<file path="src/rtl/tagchk_pkg.sv">
package tagchk_pkg;

    localparam int GRAN_LOG2  = 4;
    localparam int BYTE_SHIFT = GRAN_LOG2 + 1;

    typedef enum logic [2:0] {
        S_IDLE  = 3'd0,
        S_FETCH = 3'd1,
        S_WAIT  = 3'd2,
        S_CMP   = 3'd3,
        S_DONE  = 3'd4
    } tc_state_e;

endpackage

</file>
<file path="src/rtl/tagchk_span.sv">
module tagchk_span #(
    parameter int VA_W  = 56,
    parameter int TOT_W = 9,
    parameter int CNT_W = 5
) (
    input  logic [VA_W-1:0]  va_i,
    input  logic [3:0]       ptag_i,
    input  logic             half_i,
    input  logic [TOT_W-1:0] total_i,
    input  logic [1:0]       tbi_en_i,
    input  logic [1:0]       mall_en_i,
    output logic             bypass_o,
    output logic [CNT_W-1:0] gran_cnt_o
);
    import tagchk_pkg::*;

    logic [VA_W-1:0]           last_va;
    logic [VA_W-GRAN_LOG2-1:0] gdiff;
    logic                      tag_is_wild;

    // address of the final byte of the access
    assign last_va = va_i + VA_W'(total_i) - VA_W'(1);

    // granules spanned = last granule index - first granule index + 1
    assign gdiff      = last_va[VA_W-1:GRAN_LOG2] - va_i[VA_W-1:GRAN_LOG2];
    assign gran_cnt_o = CNT_W'(gdiff) + CNT_W'(1);

    // reserved tag of each half: all zeros below, all ones above
    assign tag_is_wild = (ptag_i == {4{half_i}});

    assign bypass_o = !tbi_en_i[half_i] || (mall_en_i[half_i] && tag_is_wild);

endmodule

</file>
<file path="src/rtl/tagchk_fault.sv">
module tagchk_fault #(
    parameter int PTR_W = 64,
    parameter int TOT_W = 9,
    parameter int CNT_W = 5,
    parameter int ESZ_W = 4
) (
    input  logic [PTR_W-1:0] ptr_i,
    input  logic [CNT_W-1:0] n_i,
    input  logic [ESZ_W-1:0] esz_log2_i,
    output logic [PTR_W-1:0] fault_addr_o
);
    import tagchk_pkg::*;

    localparam int OFS_W = TOT_W + 1;

    logic [OFS_W-1:0] gran_ofs;
    logic [OFS_W-1:0] elem_mask;
    logic [OFS_W-1:0] rounded;

    // distance from the pointer to the failing granule base, clamped at 0
    always_comb begin
        if (n_i == '0) begin
            gran_ofs = '0;
        end else begin
            gran_ofs = OFS_W'({n_i, {GRAN_LOG2{1'b0}}}) - OFS_W'(ptr_i[GRAN_LOG2-1:0]);
        end
    end

    assign elem_mask    = (OFS_W'(1) << esz_log2_i) - OFS_W'(1);
    assign rounded      = (gran_ofs + elem_mask) & ~elem_mask;
    assign fault_addr_o = ptr_i + PTR_W'(rounded);

endmodule

</file>
<file path="src/rtl/tag_check_unit.sv">
module tag_check_unit #(
    parameter int PTR_W    = 64,
    parameter int VA_W     = 56,
    parameter int MAX_LOG2 = 8,
    localparam int TOT_W   = MAX_LOG2 + 1,
    localparam int ESZ_W   = $clog2(MAX_LOG2 + 1),
    localparam int CNT_W   = $clog2((2 ** MAX_LOG2) / 16 + 2),
    localparam int BA_W    = VA_W - 5
) (
    input  logic             clk,
    input  logic             rst_n,
    input  logic             start_i,
    input  logic [PTR_W-1:0] ptr_i,
    input  logic [TOT_W-1:0] total_i,
    input  logic [ESZ_W-1:0] esz_log2_i,
    input  logic [1:0]       tbi_en_i,
    input  logic [1:0]       mall_en_i,
    output logic             tag_req_o,
    output logic [BA_W-1:0]  tag_addr_o,
    input  logic             tag_rsp_valid_i,
    input  logic [7:0]       tag_rsp_data_i,
    output logic             done_o,
    output logic             pass_o,
    output logic [PTR_W-1:0] fault_addr_o
);
    import tagchk_pkg::*;

    tc_state_e        state_q, state_d;

    logic [PTR_W-1:0] ptr_q;
    logic [ESZ_W-1:0] esz_q;
    logic [CNT_W-1:0] cnt_q;
    logic [CNT_W-1:0] n_q;
    logic             nib_q;
    logic [BA_W-1:0]  baddr_q;
    logic [7:0]       byte_q;
    logic [3:0]       ptag_q;
    logic             pass_q;
    logic [PTR_W-1:0] fault_q;

    logic             bypass;
    logic [CNT_W-1:0] gran_cnt;
    logic [PTR_W-1:0] fault_calc;
    logic [3:0]       cur_nib;
    logic             nib_match;
    logic             last_gran;
    logic             idle;

    tagchk_span #(
        .VA_W  (VA_W),
        .TOT_W (TOT_W),
        .CNT_W (CNT_W)
    ) u_span (
        .va_i       (ptr_i[VA_W-1:0]),
        .ptag_i     (ptr_i[VA_W+3:VA_W]),
        .half_i     (ptr_i[VA_W-1]),
        .total_i    (total_i),
        .tbi_en_i   (tbi_en_i),
        .mall_en_i  (mall_en_i),
        .bypass_o   (bypass),
        .gran_cnt_o (gran_cnt)
    );

    tagchk_fault #(
        .PTR_W (PTR_W),
        .TOT_W (TOT_W),
        .CNT_W (CNT_W),
        .ESZ_W (ESZ_W)
    ) u_fault (
        .ptr_i        (ptr_q),
        .n_i          (n_q),
        .esz_log2_i   (esz_q),
        .fault_addr_o (fault_calc)
    );

    assign cur_nib   = nib_q ? byte_q[7:4] : byte_q[3:0];
    assign nib_match = (cur_nib == ptag_q);
    assign last_gran = ((n_q + CNT_W'(1)) == cnt_q);
    assign idle      = (state_q == S_IDLE);

    // state register
    always_ff @(posedge clk or negedge rst_n) begin
        if (!rst_n) begin
            state_q <= S_IDLE;
        end else begin
            state_q <= state_d;
        end
    end

    // transitions: bypass, launch, issue, response, mismatch,
    // final-granule, same-byte, next-byte, retire
    always_comb begin
        state_d = state_q;
        unique case (state_q)
            S_IDLE: begin
                if (start_i) begin
                    state_d = bypass ? S_DONE : S_FETCH;
                end
            end
            S_FETCH: state_d = S_WAIT;
            S_WAIT: begin
                if (tag_rsp_valid_i) begin
                    state_d = S_CMP;
                end
            end
            S_CMP: begin
                if (!nib_match || last_gran) begin
                    state_d = S_DONE;
                end else if (nib_q) begin
                    state_d = S_FETCH;
                end else begin
                    state_d = S_CMP;
                end
            end
            S_DONE:  state_d = S_IDLE;
            default: state_d = S_IDLE;
        endcase
    end

    // job registers and results
    always_ff @(posedge clk or negedge rst_n) begin
        if (!rst_n) begin
            ptr_q   <= '0;
            esz_q   <= '0;
            cnt_q   <= '0;
            n_q     <= '0;
            nib_q   <= 1'b0;
            baddr_q <= '0;
            byte_q  <= '0;
            ptag_q  <= '0;
            pass_q  <= 1'b0;
            fault_q <= '0;
        end else begin
            unique case (state_q)
                S_IDLE: begin
                    if (start_i) begin
                        ptr_q   <= ptr_i;
                        esz_q   <= esz_log2_i;
                        cnt_q   <= gran_cnt;
                        n_q     <= '0;
                        nib_q   <= ptr_i[GRAN_LOG2];
                        baddr_q <= ptr_i[VA_W-1:BYTE_SHIFT];
                        ptag_q  <= ptr_i[VA_W+3:VA_W];
                        if (bypass) begin
                            pass_q  <= 1'b1;
                            fault_q <= '0;
                        end
                    end
                end
                S_WAIT: begin
                    if (tag_rsp_valid_i) begin
                        byte_q <= tag_rsp_data_i;
                    end
                end
                S_CMP: begin
                    if (!nib_match) begin
                        pass_q  <= 1'b0;
                        fault_q <= fault_calc;
                    end else if (last_gran) begin
                        pass_q  <= 1'b1;
                        fault_q <= '0;
                    end else begin
                        n_q <= n_q + CNT_W'(1);
                        if (nib_q) begin
                            nib_q   <= 1'b0;
                            baddr_q <= baddr_q + BA_W'(1);
                        end else begin
                            nib_q <= 1'b1;
                        end
                    end
                end
                default: ;
            endcase
        end
    end

    assign tag_req_o    = (state_q == S_FETCH);
    assign tag_addr_o   = baddr_q;
    assign done_o       = (state_q == S_DONE);
    assign pass_o       = pass_q;
    assign fault_addr_o = fault_q;

endmodule

</file>
<file path="config.mk">
export PLATFORM = sky130hd
export DESIGN_NAME = tag_check_unit
export DESIGN_NICKNAME = d
export VERILOG_FILES = /design/src/rtl/tagchk_pkg.sv /design/src/rtl/tagchk_span.sv /design/src/rtl/tagchk_fault.sv /design/src/rtl/tag_check_unit.sv
export SDC_FILE = /design/constraint.sdc
export NUM_CORES = 1
export LEC_CHECK = 0
export BUFFER_PORTS_ARGS = -buffer_cell sky130_fd_sc_hd__buf_2
export CAP_MARGIN = 20
export CORE_MARGIN = 1.5
export CORE_UTILIZATION = 60
export CTS_BUF_LIST = sky130_fd_sc_hd__clkbuf_8
export DETAILED_ROUTE_END_ITERATION = 8
export HOLD_SLACK_MARGIN = 0.06
export MAX_ROUTING_LAYER = met4
export PLACE_DENSITY_LB_ADDON = 0.1
export SKIP_CTS_REPAIR_TIMING = 1
export SYNTH_ARGS = -nofsm -noshare
export SYNTH_HDL_FRONTEND = slang
export SYNTH_HIERARCHICAL = 1
export SYNTH_SLANG_ARGS = --single-unit
</file>
<file path="constraint.sdc">
create_clock -name clk -period 12.65 [get_ports clk]
set_input_delay 3.795 -clock clk [delete_from_list [all_inputs] [get_ports clk]]
set_output_delay 3.795 -clock clk [all_outputs]
set_load 0.1 [all_outputs]
</file>
==> metrics.md, run 1 <==
| Metric | Value |
|---|---|
| Area growth syn-to-layout | `15.82%` |
| Vias per cell | `6.175` |
| #FFs+latches synth | `206` |
| Routed vias | `roughly 12,000` |
| Outcome | `finished, final reports clean` |
| Largest area contributor in the netlist | `dfrtp_1` |
| Fin crit share | `53.38%` |
| Dominant synthesized flop cell | `dfrtp_1` |
| Asr flop ratio synth | `100.0%` |
| Yosys cell types | `74` |
| Iter 0 DRT Violations | `1,030` |
| H-tree depth | `2` |
| GRT Resource Usage Total | `34.79%` |
| Die Footprint | `roughly 0.021 mm²` |
| Worst-path clk slew | `0.06 ns` |
| Critical-path maximum fanout | `65` |
| Syn_area_per_cell | `8.706 µm²` |
| Vias in the first global route | `10,870` |
| Mapped Cells | `1,413` |
| GR Overflow Total | `0` |
| Clock sink total | `206` |
| Starting Density | `60.99%` |
| HP Class | `flop to flop` |
| Slew @ Worst Pin | `~1.0 ns` |
| Initial antenna violation count | `3` |
| Top cells by area, synth | `dfrtp_1 42%, nand2_1 9.6%, a22o_1 4.6%` |
| Clock root cell | `clkbuf_8` |
| Worst endpoint data arrival time | `around 7 ns` |
| Largest net degree at the start of global routing | `75` |
| Setup-failing EPs final | `0` |
| Worst setup margin | `5.897 ns` |
| Share of the synthesized area in the top cell type | `a little over two fifths` |
| Crit end category | `flop` |
| Die height | `146.2 µm` |
| First-pass GRT wire length | `a little under 60 mm` |
| Post-DR wirelength/cell | `19.07 µm` |
| Hpwl dp | `25.51 mm` |
| CTS buffer count | `37` |
| Drt first pass iters | `5` |
| CTS tree | `yes` |
| Worst Path Required | `13.07 ns` |
| Sequential share of the synthesized area | `41.90%` |
| RePlAce Congestion | `0.9373` |
| Yosys Warn Count | `6` |
| RSZ-0062 raised after global routing | `no` |
| I/O pin total | `211` |
| CP startpoint kind | `input port` |
| Total wire length | `around 36 mm` |
| DP Worst Slack | `~5.4 ns` |
| Post-Syn Area | `0.01230 mm²` |
| Layout cells sized above 1 | `19.32%` |
| Max Clk Rate | `148.1 MHz` |
| MaxCap Viol Count | `0` |
| Worst skew pair latency | `0.54 ns` |
| Layout Nets | `1,733` |
| Rel. slew slack | `30.46%` |
| Post-synth net total | `1,551` |
| Number of core rows | `between 50 and 60` |
| Core footprint | `0.02017 mm²` |
| IO Port Bufs | `210` |
| DRC | `0` |
| Post-synth EDFFs | `0` |
| Final slew viol count | `0` |
| Detail Route Antenna Nets | `0` |
| Clock skew | `0.01754 ns` |
| Clock Path Buffers | `3` |
| Post-layout min period | `6.753 ns` |
| Total Neg Setup Slack | `0 ns` |
| Final hold vios | `0` |
| Setup CP Type | `input port to flop` |
| Die Width | `approximately 150 µm` |
| Hold slack | `0.4910 ns` |
## worst paths after layout
check                                           from                      endpoint  slack, ns  cells past startpoint
worst min-delay path            ptr_q[8]$_DFFE_PN0P_          ptr_q[8]$_DFFE_PN0P_       0.49                      2
worst max-delay path                         start_i  fault_addr_o[43]$_DFFE_PN0P_       5.90                      8
min in group asynchronous                      rst_n   fault_addr_o[2]$_DFFE_PN0P_       3.28                      1
worst min register to register  ptr_q[8]$_DFFE_PN0P_          ptr_q[8]$_DFFE_PN0P_       0.49                      2
worst max register to register  esz_q[3]$_DFFE_PN0P_  fault_addr_o[42]$_DFFE_PN0P_       7.07                     19
max in group asynchronous                      rst_n         ptr_q[12]$_DFFE_PN0P_       7.17                      3
## cell usage in the layout, fill, tap and decap left out, drive strengths merged, types with 15 or more instances in the layout
cell	n
dfrtp	206
inv	53
o21ai	39
xor2	41
a21oi	43
nand2	313
nor3	41
nor2	94
or3	16
xnor2	47
nor4	19
and3	33
buf	221
a22o	65
a32o	15
ha	42
nand4	38
nand3	60
clkbuf	52
## per-stage QoR
stage / cell area, µm² / std cells / utilization (%)
after floorplan: 12300 / 1413 / -
after global placement: 13480 / 1826 / 66.82
after detailed placement: 13480 / 1826 / 66.82
after CTS: 14240 / 1890 / 70.59
after global routing: 14240 / 1893 / 70.63
final: 14250 / 1894 / 70.64
## Yosys cell counts (5+ instances only)
| library cell | count |
|---|---|
| nand2_1 | 313 |
| dfrtp_1 | 206 |
| nor2_1 | 93 |
| a22o_1 | 65 |
| nand3_1 | 60 |
| clkbuf_1 | 51 |
| xnor2_1 | 47 |
| inv_1 | 45 |
| a21oi_1 | 43 |
| ha_1 | 42 |
| xor2_1 | 41 |
| nor3_1 | 39 |
| o21ai_0 | 36 |
| nand4_1 | 35 |
| and3_1 | 31 |
| nor4_1 | 17 |
| or3_1 | 16 |
| a32o_1 | 15 |
| buf_2 | 15 |
| o22ai_1 | 13 |
| a31oi_1 | 11 |
| a22oi_1 | 10 |
| a21o_1 | 9 |
| and2_1 | 9 |
| and4_1 | 9 |
| mux2_2 | 9 |
| a211oi_1 | 8 |
| nor2b_1 | 7 |
| buf_4 | 6 |
| mux2i_1 | 6 |
| o21a_1 | 6 |
| a311oi_1 | 5 |
| buf_1 | 5 |
| nand2b_1 | 5 |
| nor3b_1 | 5 |
| o32a_1 | 5 |
## routing by layer
layer	wire, µm	vias up	GRT usage, %
met5	0	-	-
li1	-	5406	-
met4	1037	0	11.72
met1	16170	5610	50.01
met3	3823	84	8.563
met2	15090	596	48.08
## logic make-up (layout without fill, tap and decap cells)
kind of cell,after synthesis,after routing,share of synthesized area [%]
AND/OR/NAND/NOR,668,668,25.65
XOR/XNOR,88,88,6.265
other,0,4,0
multiplexers,15,15,1.312
AO/OA/AOI/OAI,267,267,15.87
buffers and inverters,124,331,4.241
flip-flops,206,206,41.90
adder cells (fa/ha/maj),45,45,4.760
## layout make-up
class | count | area [µm²]
antenna | 4 | 10.01
clock buffer | 51 | 701.9
clock inverter | 13 | 57.56
fill | 1677 | 5922
inverter | 45 | 168.9
multi-input combinational | 1083 | 6666
sequential | 206 | 5155
tap | 270 | 337.8
timing repair buffer | 222 | 1150
## worst max-delay path, stage by stage
cell and delay [ns]:
buf_2 0.08, or3b_2 0.46, a21o_1 0.46, nor2_4 0.90, buf_4 0.68, a21boi_4 0.10
buf_4 0.35, a22o_1 0.28
## flip-flops by register name (all words and copies together), names as in the netlist
signal	count
n_q	5
fault_addr_o	64
esz_q	4
tag_addr_o	51
cnt_q	5
ptr_q	64
nib_q	1
state_q	3
pass_o	1
byte_q	8
Power of run 1 is not shown: default switching activity piles up to over one toggle a cycle in this logic, so the estimate is an artifact.
==> run 2, diff against run 1 <==
- CORE_UTILIZATION: 60 -> 59
- clock period: 12.65 -> 6.55 ns (I/O delays scaled with it)
==> run 2 against run 1 <==
Against the previous run:
- hold slack lost 0.0013 ns
- cell count is the same
- clock skew rose by 0.028 ns
- count of clock-buffer cells in the layout shrank 7
- first-iteration DRC count rose by 17%
- critical path type is now flop to flop
- critical endpoint is now fault_addr_o[36]$_DFFE_PN0P_
==> metrics.md, run 2 (same netlist as run 1, synthesis figures left out) <==
| Metric | Value |
|---|---|
| GR Overflow Total | `0 (unchanged)` |
| Setup CP Type | `flop to flop` |
| I/O pin total | `211 (unchanged)` |
| Post-DR wirelength/cell | `19.22 µm (+0.80%)` |
| Iter 0 DRT Violations | `1,207 (+17%)` |
| Number of core rows | `52 (unchanged)` |
| CTS buffer count | `37 (unchanged)` |
| Layout cells sized above 1 | `19.52% (+0.20 points)` |
| Largest net degree at the start of global routing | `121 (+61%)` |
| First-pass GRT wire length | `58.62 mm (+1.4%)` |
| Setup-failing EPs final | `0 (unchanged)` |
| Core footprint | `0.02036 mm² (+0.97%)` |
| Die Width | `147.4 µm (+0.82%)` |
| Final slew viol count | `0 (unchanged)` |
| Clock skew | `0.04541 ns (+0.02787 ns)` |
| Diode count | `0 (-4)` |
| Slew @ Worst Pin | `1.111 ns (+0.06792 ns)` |
| Rel. slew slack | `25.93% (-4.5 points)` |
| Critical-path maximum fanout | `12 (-82%)` |
| Fin crit share | `82.68%` |
| Total wire length | `36.41 mm (+0.80%)` |
| Placed Area | `0.01349 mm² (about the same)` |
| Worst setup margin | `1.134 ns (-4.763 ns)` |
| Worst skew pair latency | `0.56 ns (+0.02 ns)` |
| Area growth syn-to-layout | `15.88% (about the same)` |
| Worst Path Required | `7.00 ns (-6.07 ns)` |
| Layout Nets | `1,733 (unchanged)` |
| Commonest non-fill, non-tap cells in the layout | `312 x nand2_1, 209 x buf_2, 206 x dfrtp_1, 91 x nor2_1, 65 x a22o_1` |
| Die height | `147.4 µm (+0.82%)` |
| Starting Density | `60.41% (-0.58 points)` |
| Post-layout min period | `5.416 ns` |
| Total Neg Setup Slack | `0 ns (unchanged)` |
| RePlAce Congestion | `0.8973 (-4.3%)` |
| H-tree depth | `2 (unchanged)` |
| Crit end category | `flop` |
| Outcome | `finished, final reports clean` |
| Hpwl dp | `25.68 mm (+0.67%)` |
| Fin util | `70.00% (-0.64 points)` |
| CP startpoint kind | `flop` |
| Final instance area | `0.01425 mm² (about the same)` |
| Max Clk Rate | `between 150 and 200 MHz` |
| Routed vias | `11,630 (-0.58%)` |
| HP Class | `flop to flop` |
| Drt first pass iters | `5 (unchanged)` |
| Vias per cell | `6.139 (-0.58%)` |
| MaxCap Viol Count | `0 (unchanged)` |
| RSZ-0062 raised after global routing | `no` |
| Worst endpoint data arrival time | `5.86 ns (-1.31 ns)` |
| DP Worst Slack | `1.192 ns (-4.237 ns)` |
| Commonest non-fill, non-tap cell in the layout | `nand2_1` |
| DRC | `0 (unchanged)` |
| CTS tree | `yes` |
| Clock Path Buffers | `3 (unchanged)` |
| Final hold vios | `0 (unchanged)` |
| Die Footprint | `0.02173 mm² (+1.7%)` |
| Clock root cell | `clkbuf_8` |
| Detail Route Antenna Nets | `0 (unchanged)` |
| GRT Resource Usage Total | `34.98% (+0.19 points)` |
| Vias in the first global route | `10,760 (-0.98%)` |
| Initial antenna violation count | `0 (-3)` |
| Clock sink total | `206 (unchanged)` |
| Worst-path clk slew | `0.06 ns (about the same)` |
| IO Port Bufs | `210 (unchanged)` |
## run 2: cell types whose count changed in the layout (fill, tap and decap cells not counted), sizes merged
| cell | before | now |
|---|---|---|
| bufinv | 0 | 1 |
| clkbuf | 52 | 45 |
| clkinv | 4 | 12 |
| diode | 4 | 0 |
| inv | 53 | 55 |
## run 2: layout make-up
cell class	count	area, µm²
Timing Repair Buffer	222	1162
Multi-Input combinational cell	1083	6666
Inverter	45	168.9
Fill cell	1696	6110
Sequential cell	206	5155
Clock inverter	24	158.9
Tap cell	270	337.8
Clock buffer	44	605.6
## run 2: worst paths after layout
path | cells past startpoint | slack, ns | to | start
setup / recovery | 19 | 1.13 | fault_addr_o[36]$_DFFE_PN0P_ | esz_q[3]$_DFFE_PN0P_
hold / removal | 1 | 0.49 | fault_addr_o[59]$_DFFE_PN0P_ | fault_addr_o[59]$_DFFE_PN0P_
setup reg to reg | 19 | 1.13 | fault_addr_o[36]$_DFFE_PN0P_ | esz_q[3]$_DFFE_PN0P_
hold reg to reg | 1 | 0.49 | fault_addr_o[59]$_DFFE_PN0P_ | fault_addr_o[59]$_DFFE_PN0P_
max in group asynchronous | 2 | 4.01 | tag_addr_o[34]$_DFFE_PN0P_ | rst_n
min in group asynchronous | 1 | 1.49 | fault_addr_o[1]$_DFFE_PN0P_ | rst_n
## run 2: routing by layer
metal  vias to the layer above  share of wire, %  GRT usage (%)
met5                         -                 0              -
met4                         0               2.0          9.200
met3                        75                10          5.741
met2                       663                43          49.62
met1                      5497                45          52.10
li1                       5393                 -              -
## run 2: worst max-delay path: stages (launching register included)
cell	delay [ns]
dfrtp_1	0.49
or2_2	0.36
or3_1	0.32
ha_1	0.32
xnor2_1	0.27
ha_1	0.32
a21o_1	0.19
a21oi_1	0.23
o21ai_0	0.17
o41ai_1	0.35
xor2_1	0.18
nor2_1	0.06
ha_1	0.34
nand3_1	0.12
nor2_1	0.16
o21ai_1	0.20
a211oi_2	0.63
nand4_1	0.20
xnor2_1	0.16
a22o_1	0.21
## run 2: through the flow
stage	cells	hold slack [ns]
finish	1894	0.4897
CTS	1894	0.4962
global route	1894	0.5101
floorplan	1413	0.4438
detailed placement	1826	0.4796
global placement	1826	0.4781
Power of run 2 is left out for the same reason.
